`src/rtl/eel_pkg.sv`:
```
package eel_pkg;
    localparam int BYTE_W   = 8;
    localparam int WORD_W   = 32;
    localparam int CNT_W    = 10;
    localparam int WADDR_W  = 22;
    localparam int BADDR_W  = WADDR_W + 2;
    localparam int CRC_W    = 16;
    localparam int NBLK_W   = 8;
    localparam int BIDX_W   = $clog2(WORD_W / BYTE_W);
    localparam logic [CRC_W-1:0] CRC_POLY = 16'h8005;

    typedef enum logic [2:0] {
        ST_NBLK,
        ST_HDR,
        ST_DATA,
        ST_CRC_HI,
        ST_CRC_LO,
        ST_END
    } ld_state_e;

    typedef struct packed {
        logic [CNT_W-1:0]   cnt;
        logic [WADDR_W-1:0] waddr;
    } blk_hdr_t;

    typedef struct packed {
        logic               en;
        logic [BADDR_W-1:0] addr;
        logic [WORD_W-1:0]  data;
    } reg_wr_t;

    // Direct (non-augmented) CRC step over one byte, MSB first
    function automatic logic [CRC_W-1:0] crc16_byte(input logic [CRC_W-1:0] c,
                                                    input logic [BYTE_W-1:0] b);
        logic [CRC_W-1:0] r;
        r = c;
        for (int i = BYTE_W - 1; i >= 0; i--) begin
            if (r[CRC_W-1] ^ b[i]) r = (r << 1) ^ CRC_POLY;
            else                   r = r << 1;
        end
        return r;
    endfunction

    // raw holds the header bytes h0..h3 with h0 in the top byte
    function automatic blk_hdr_t hdr_decode(input logic [WORD_W-1:0] raw);
        blk_hdr_t h;
        h.cnt   = {raw[23:22], raw[31:24]};
        h.waddr = {raw[7:0], raw[15:8], raw[21:16]};
        return h;
    endfunction
endpackage

```
`src/rtl/eel_crc16.sv`:
```
module eel_crc16
    import eel_pkg::*;
(
    input  logic              clk,
    input  logic              rst,
    input  logic              upd,
    input  logic [BYTE_W-1:0] din,
    output logic [CRC_W-1:0]  crc
);
    always_ff @(posedge clk) begin
        if (rst)      crc <= '0;
        else if (upd) crc <= crc16_byte(crc, din);
    end
endmodule

```
`src/rtl/eel_word_asm.sv`:
```
module eel_word_asm
    import eel_pkg::*;
(
    input  logic              clk,
    input  logic              rst,
    input  logic              take,
    input  logic [BYTE_W-1:0] din,
    output logic [WORD_W-1:0] word_now,
    output logic              last
);
    logic [WORD_W-1:0] sh;
    logic [BIDX_W-1:0] idx;

    assign word_now = {sh[WORD_W-BYTE_W-1:0], din};
    assign last     = take && (idx == BIDX_W'((WORD_W / BYTE_W) - 1));

    always_ff @(posedge clk) begin
        if (rst) begin
            sh  <= '0;
            idx <= '0;
        end else if (take) begin
            sh  <= word_now;
            idx <= idx + 1'b1;
        end
    end
endmodule

```
`src/rtl/eel_parser.sv`:
```
module eel_parser
    import eel_pkg::*;
(
    input  logic              clk,
    input  logic              rst,
    input  logic              in_valid,
    input  logic [BYTE_W-1:0] in_byte,
    input  logic              in_done,
    input  logic [CRC_W-1:0]  crc_now,
    input  logic [WORD_W-1:0] asm_word,
    input  logic              asm_last,
    output logic              crc_upd,
    output logic              asm_take,
    output reg_wr_t           wr,
    output logic              done,
    output logic              err
);
    ld_state_e           state;
    blk_hdr_t            hdr;
    logic [CNT_W-1:0]    wcnt;
    logic [NBLK_W-1:0]   blk_left;
    logic [BYTE_W-1:0]   crc_hi;
    logic                byte_ok;

    assign byte_ok  = in_valid && !in_done && (state != ST_END);
    assign crc_upd  = byte_ok && (state == ST_NBLK || state == ST_HDR || state == ST_DATA);
    assign asm_take = byte_ok && (state == ST_HDR || state == ST_DATA);

    always_ff @(posedge clk) begin
        if (rst) begin
            state    <= ST_NBLK;
            hdr      <= '0;
            wcnt     <= '0;
            blk_left <= '0;
            crc_hi   <= '0;
            wr       <= '0;
            done     <= 1'b0;
            err      <= 1'b0;
        end else begin
            wr.en <= 1'b0;
            if (state != ST_END) begin
                if (in_valid && state == ST_CRC_LO) begin
                    done  <= 1'b1;
                    err   <= ({crc_hi, in_byte} != crc_now);
                    state <= ST_END;
                end else if (in_done) begin
                    done  <= 1'b1;
                    err   <= 1'b1;
                    state <= ST_END;
                end else if (in_valid) begin
                    unique case (state)
                        ST_NBLK: begin
                            blk_left <= in_byte;
                            state    <= (in_byte == '0) ? ST_CRC_HI : ST_HDR;
                        end
                        ST_HDR: begin
                            if (asm_last) begin
                                hdr   <= hdr_decode(asm_word);
                                wcnt  <= '0;
                                state <= ST_DATA;
                            end
                        end
                        ST_DATA: begin
                            if (asm_last) begin
                                wr.en     <= 1'b1;
                                wr.addr   <= {hdr.waddr, 2'b00};
                                wr.data   <= asm_word;
                                hdr.waddr <= hdr.waddr + 1'b1;
                                wcnt      <= wcnt + 1'b1;
                                if (wcnt == hdr.cnt) begin
                                    blk_left <= blk_left - 1'b1;
                                    state    <= (blk_left == NBLK_W'(1)) ? ST_CRC_HI : ST_HDR;
                                end
                            end
                        end
                        ST_CRC_HI: begin
                            crc_hi <= in_byte;
                            state  <= ST_CRC_LO;
                        end
                        default: ;
                    endcase
                end
            end
        end
    end
endmodule

```
`src/rtl/eel_loader.sv`:
```
module eel_loader
    import eel_pkg::*;
#(
    parameter int DIV_W    = 16,
    parameter int DIV_FAST = 156,
    parameter int DIV_SLOW = 625
) (
    input  logic               clk,
    input  logic               rst,
    input  logic               in_valid,
    input  logic [BYTE_W-1:0]  in_byte,
    input  logic               in_done,
    input  logic               clk_slow_sel,
    output logic               wr_en,
    output logic [BADDR_W-1:0] wr_addr,
    output logic [WORD_W-1:0]  wr_data,
    output logic               load_done,
    output logic               crc_err,
    output logic               mst_mode,
    output logic [DIV_W-1:0]   scl_div
);
    localparam logic [DIV_W-1:0] DIV_F = DIV_W'(DIV_FAST);
    localparam logic [DIV_W-1:0] DIV_S = DIV_W'(DIV_SLOW);

    logic              crc_upd;
    logic [CRC_W-1:0]  crc_now;
    logic              asm_take;
    logic              asm_last;
    logic [WORD_W-1:0] asm_word;
    reg_wr_t           wr;

    eel_crc16 u_crc (
        .clk (clk),
        .rst (rst),
        .upd (crc_upd),
        .din (in_byte),
        .crc (crc_now)
    );

    eel_word_asm u_asm (
        .clk      (clk),
        .rst      (rst),
        .take     (asm_take),
        .din      (in_byte),
        .word_now (asm_word),
        .last     (asm_last)
    );

    eel_parser u_prs (
        .clk      (clk),
        .rst      (rst),
        .in_valid (in_valid),
        .in_byte  (in_byte),
        .in_done  (in_done),
        .crc_now  (crc_now),
        .asm_word (asm_word),
        .asm_last (asm_last),
        .crc_upd  (crc_upd),
        .asm_take (asm_take),
        .wr       (wr),
        .done     (load_done),
        .err      (crc_err)
    );

    assign wr_en    = wr.en;
    assign wr_addr  = wr.addr;
    assign wr_data  = wr.data;
    assign mst_mode = ~load_done;
    assign scl_div  = clk_slow_sel ? DIV_S : DIV_F;
endmodule

```
`config.mk`:
```
export PLATFORM = sky130hd
export DESIGN_NAME = eel_loader
export DESIGN_NICKNAME = d
export VERILOG_FILES = /design/src/rtl/eel_pkg.sv /design/src/rtl/eel_crc16.sv /design/src/rtl/eel_word_asm.sv /design/src/rtl/eel_parser.sv /design/src/rtl/eel_loader.sv
export SDC_FILE = /design/constraint.sdc
export NUM_CORES = 1
export LEC_CHECK = 0
export ABC_AREA = 1
export BUFFER_PORTS_ARGS = -buffer_cell sky130_fd_sc_hd__buf_2
export CORE_MARGIN = 3
export CORE_UTILIZATION = 30
export DETAILED_ROUTE_END_ITERATION = 16
export PLACE_DENSITY = 0.45
export SYNTH_ARGS = -nofsm -noshare
export SYNTH_HDL_FRONTEND = slang
export SYNTH_SLANG_ARGS = --single-unit
```
`constraint.sdc`:
```
create_clock -name clk -period 2.75 [get_ports clk]
set_input_delay 0.55 -clock clk [delete_from_list [all_inputs] [get_ports clk]]
set_output_delay 0.55 -clock clk [all_outputs]
set_load 0.005 [all_outputs]
```
Yosys cells after proc, flatten, opt, wreduce, memory -nomap -nowiden
Cells that the tools add are included.
- flip-flop bits (word level): 160
- bits in latches: 0
- RAM bits: 0
- bits in read-only memories: 0
- input port bits: 13
- output and inout port bits: 76
- logic and storage cells: 125
- memories kept: 0
- add/sub/neg operators: 4
- multipliers: 0
- div/mod/pow operators: 0
- $lt $le $gt $ge: 0
- equality and inequality tests: 15
- shift operators: 0
- mux-type cells: 45
- bitwise operators: 22
- reductions and logical operators: 25
- operators with widths (kind ; count):
    16-bit two-way mux ; 22
    57-bit two-way mux ; 1
    22-bit two-way mux ; 2
    22-bit case mux with 2 select lines ; 1
    10-bit two-way mux ; 3
    3-bit NOT ; 8
    22-bit by 1-bit adder with 22-bit output (second input constant) ; 1
    10-bit case mux with 2 select lines ; 1
    3-bit two-way mux ; 6
    6-bit AND reduction ; 3
    8-bit two-way mux ; 2
    16-bit != test ; 1
    8-bit case mux with 2 select lines ; 1
    7-bit AND reduction ; 2
    4-bit != test (second input constant) ; 3
    3-bit case mux with 4 select lines ; 1
    10-bit by 1-bit adder with 10-bit output (second input constant) ; 1
    10-bit == test ; 1
    8-bit by 1-bit == test with 1-bit output (second input constant) ; 1
    8-bit zero test ; 1
    8-bit by 1-bit subtractor with 8-bit output (second input constant) ; 1
    1-bit XOR ; 8
    3-bit by 2-bit == test with 1-bit output (second input constant) ; 2
    1-bit logical AND ; 6
    18 further kinds ; 32

Logic depth before layout (Yosys ltp)
- depth after elaboration: 32
- depth in mapped cells: 16
- depth with buffers taken out: 15

By module
From an unflattened synthesis, not the netlist that was laid out.
- cell total of the unflattened synthesis: 1185
- area, all modules: 8125.3 µm²
- modules (own cells, without submodules) (module ; times used ; cells an instance ; area each (µm²) ; sequential area each (µm²)):
    eel_parser ; 1 ; 850 ; 5778.0 ; 2362.3
    eel_word_asm ; 1 ; 175 ; 1186.1 ; 520.5
    eel_crc16 ; 1 ; 141 ; 1033.5 ; 320.3
    eel_loader ; 1 ; 19 ; 127.6 ; 0.0

Worst setup path before layout
OpenSTA, ideal clock, no wires.
- path type: in2reg
- start point: input in_byte[4]
- end point: register u_crc.crc[15]
- library setup time: 0.117 ns
- data arrival time: 1.715 ns
- required time: 2.633 ns
- setup slack: 0.918 ns
- cell stages on the path: 16
- cells stage by stage: clkbuf_1 inv_1 nand2_1 nand2_1 nand2_1 nand2_1 nand2_1 inv_1 nor2_1 nand2_1 nand2_1 nand2_1 nand3_1 nand2_1 nor2_1 nor2_1
- longest elaborated chain between the ends: 18
- RTL lines (element ; RTL line ; text):
    start, declared ; eel_loader.sv:11 ; input logic [BYTE_W-1:0] in_byte,
    1-bit XOR ; eel_pkg.sv:38 ; if (r[CRC_W-1] ^ b[i]) r = (r << 1) ^ CRC_POLY;
    16-bit two-way mux ; eel_pkg.sv:38 ;
    16-bit two-way mux ; eel_crc16.sv:12 ; else if (upd) crc <= crc16_byte(crc, din);
    16-bit two-way mux ; eel_crc16.sv:11 ; if (rst) crc <= '0;
    1-bit XOR ; eel_pkg.sv:38 ;
    16-bit two-way mux ; eel_pkg.sv:38 ;
    16-bit two-way mux ; eel_crc16.sv:12 ;
    16-bit two-way mux ; eel_crc16.sv:11 ;
    [... 2 more ...] ; - ;
    16-bit two-way mux ; eel_crc16.sv:12 ;
    16-bit two-way mux ; eel_crc16.sv:11 ;
    1-bit XOR ; eel_pkg.sv:38 ;
    16-bit two-way mux ; eel_pkg.sv:38 ;
    16-bit two-way mux ; eel_crc16.sv:12 ;
    16-bit two-way mux ; eel_crc16.sv:11 ;
    1-bit XOR ; eel_pkg.sv:38 ;
    16-bit two-way mux ; eel_pkg.sv:38 ;
    end signal, assigned ; eel_crc16.sv:12 ;
    end, declared ; eel_crc16.sv:8 ; output logic [CRC_W-1:0] crc
No other way between the ends. The select of a mux whose other input is x is not followed.
A chain may end at the register's enable or synchronous reset.

Final worst setup path
- start point: register u_prs.state[2]
- end point: register u_prs.wcnt[6]
- longest elaborated chain between the ends: 6
- elaborated cells between the ends (all ways): 15
- RTL lines (element ; RTL line ; text):
    start, declared ; eel_parser.sv:18 ; ld_state_e state;
    start signal, assigned ; eel_parser.sv:54 ; state <= (in_byte == '0) ? ST_CRC_HI : ST_HDR;
    start signal, assigned ; eel_parser.sv:72 ; state <= (blk_left == NBLK_W'(1)) ? ST_CRC_HI : ST_HDR;
    3-bit != test (tied with other cells) ; eel_parser.sv:25, eel_parser.sv:41 ;
    1-bit logical AND or 1-bit logical OR (tied branches) ; eel_parser.sv:25, eel_parser.sv:27 ;
    1-bit logical AND ; eel_parser.sv:27 ; assign asm_take = byte_ok && (state == ST_HDR || state == ST_DATA);
    1-bit logical AND ; eel_word_asm.sv:15 ; assign last = take && (idx == BIDX_W'((WORD_W / BYTE_W) - 1));
    2-bit != test (no line) ; - ;
    7-bit AND reduction (no line) ; - ;
    end signal, assigned ; eel_parser.sv:69 ; wcnt <= wcnt + 1'b1;
    end, declared ; eel_parser.sv:20 ; logic [CNT_W-1:0] wcnt;
Several ways; a longest one is shown, not always the timed one.

==> reports/metrics.yaml <==
power:
  p_per_area_nw_per_um2: 666
  p_leak_nw: 3.86
  peakVddDrop_mv: 0.336
  p_total_mw: 5.71
worst_setup_path:
  arrival_ns: 2.75
  critPathKind: "reg -> reg"
  worstPathRequired_ns: 3.11
  startpoint_type: "flop"
  path_max_fanout: 22
  cp-end-kind: "flop"
global_route:
  grt_pass1_wl_um: 34100
  grtUsageTotal_pct: 16.3
  antenna_found_initial: 0
  grt_pass1_vias: 6326
  grt-ovfl-total: 0
  gr-usage-met2_pct: 25.8
  grt_max_degree: 57
  grt-busiest-layer: "met2"
  use_met3_pct: 3.33
  use_met1_pct: 22.4
sta:
  max_freq_mhz: 419
  hold_violations: 0
  worst_pin_slew_ns: 0.707
  max_slew_margin_pct: 52.8
  finClkSkew_ns: 0.0116
  finalMaxSlewViolations: 0
  period_share_pct: 86.8
  rsz0062_at_grt: "false"
  min_period_ns: 2.39
  setup-tns-final_ns: 0
  setup_viol: 0
yosys:
  synth_warnings: 0
  syn_area_per_cell_um2: 7.25
  synth-seq-area-share_pct: 43.6
  postSynthCellCount: 1014
  synthesis.area_um2: 7350
  synth.ff_latch_count: 160
  synth_top_area_cell: "dfxtp_1"
  yosys.area.top_type_share_pct: 43.6
  synth_area_leaders: "dfxtp_1, o21ai_0, nand2_1, a21oi_1, nor2_1"
  synth_cell_types: 37
detailed_routing:
  drt-vias-per-instance: 4.71
  ant_nets: 0
  wirelength_um: 21200
  drc: 0
  first_iter_violations: 410
  vias: 6608
  wl_per_cell_um: 15.1
  drt_pre_antenna_iters: 5
cells_and_area:
  syn_to_final_growth_pct: 16.7
  drive_above_1_share_pct: 12.9
  final_util_pct: 36.1
  nNetsFinal: 1090
  diodes: 0
clocking:
  cts_tree: "yes"
  cts_hold_buf: 0
  post-cts-setup-buffers: 0
  cts.clk_slew.worst_paths_ns: 0.07
  cts_max_level: 4
  numClockSinks: 160
  cts_buffer_depth: 2
  numCtsBuffers: 17
  clock_latency_ns: 0.44
  cts-root-buf: "clkbuf_16"
  cts.repair.resized: 0
job:
  max_cap_viol_count: 0
placed_design:
  portBuffers: 77
  dp_hpwl_um: 14900
  place.gp.congestion: 0.829
die:
  num_io_pins: 89
  die_x_um: 163
  core_area_um2: 23800
  die_area_um2: 26400
  start_util_pct: 30.9
  rows: 56
  die_y_um: 163
worst_hold_path:
  hold_path.class: "in -> reg"
run_status:
  outcome: "finished, final reports clean"
-- state kept, by name, summed over array words and instances, names as in the netlist --
register / cells
u_prs.blk_left: 8
u_prs.crc_hi: 8
u_prs.wr: 55
u_prs.state: 3
u_prs.wcnt: 10
u_asm.idx: 2
u_prs.hdr: 32
u_prs.err: 1
u_prs.done: 1
u_asm.sh: 24
u_crc.crc: 16
-- metal layers --
layer / vias up / wire (um)
li1: 3423 / -
met1: 3045 / 10500
met2: 120 / 9550
met3: 20 / 858
met4: 0 / 293
met5: - / 0
-- synth_stat cells, drive strengths merged --
master,number
a211oi,4
a21oi,105
a22oi,1
a31oi,10
buf,32
clkbuf,34
conb,2
dfxtp,160
ha,5
inv,99
nand2,164
nand3,29
nand4,14
nor2,131
nor3,20
nor3b,3
nor4,4
o211a,1
o211ai,4
o21a,1
o21ai,147
o221ai,3
o22ai,1
or2,3
xnor2,15
xor2,22
-- final timing paths --
kind | startpoint | end | slack [ns] | cells after the start
max | u_prs.state[2] | u_prs.wcnt[6] | 0.36 | 10
min | in_valid | u_prs.state[0] | 0.45 | 4
max reg2reg | u_prs.state[2] | u_prs.wcnt[6] | 0.36 | 10
min reg2reg | u_prs.crc_hi[6] | u_prs.crc_hi[6] | 0.46 | 2
-- worst max-delay path, stage by stage (launching register included) --
cell and delay, ns:
dfxtp_1 0.50, nand3_1 0.18, nand2_1 0.12, inv_1 0.08
nand2_4 0.09, nor2_8 0.04, inv_2 0.06, nor2_1 0.05
inv_1 0.52, nand2_1 0.39, nor3_1 0.27
-- power by group --
group          internal [mW]  switching (mW)  total [mW]
clock                   1.45            1.07        2.52
sequential              2.41          0.0888        2.50
combinational          0.228           0.458       0.686
total                   4.09            1.62        5.71
-- layout make-up --
type                    instances  area [um2]
clock buffers                  18         429
clock inverters                14         179
fillers                      2600       15200
inverters                      99         373
multi-input cells             698        3440
flip-flops and latches        160        3200
well taps                     319         399
repair buffers                 96         553
-- cells in the final DEF, fill, tap and decap left out, types with 5 or more instances in the layout --
master,synthesis,final
dfxtp_1,160,160
nand4_1,14,14
o21ai_0,130,130
nand2_1,161,161
o21ai_1,17,17
buf_2,4,77
xnor2_1,15,15
xor2_1,22,22
nand3_1,29,29
nor3_1,19,19
conb_1,2,11
a21oi_1,105,105
buf_4,19,17
ha_1,5,5
nor2_1,128,128
clkbuf_16,0,17
a31oi_1,10,10
inv_1,96,95
-- kinds of logic after synthesis --
logic type / synth area share [%]
other: 0.102
DFF: 43.6
AOI/OAI and AO/OA: 19.6
adders and majority gates: 0.851
buffers and inverters: 10.1
and+or+nand+nor: 21.4
xor gates and xnor gates: 4.41
-- metrics by stage --
stage,std cells,setup WS (ns),hold slack (ns),area [um2]
2_1_floorplan,1023,0.918,0.429,7380
3_3_place_gp,1372,0.331,0.449,7970
3_5_place_dp,1372,0.283,0.451,7970
4_1_cts,1404,0.352,0.437,8570
5_1_grt,1404,0.0730,0.469,8570
6_report,1404,0.362,0.452,8570
Note: power is estimated with default switching activity, not from simulation.
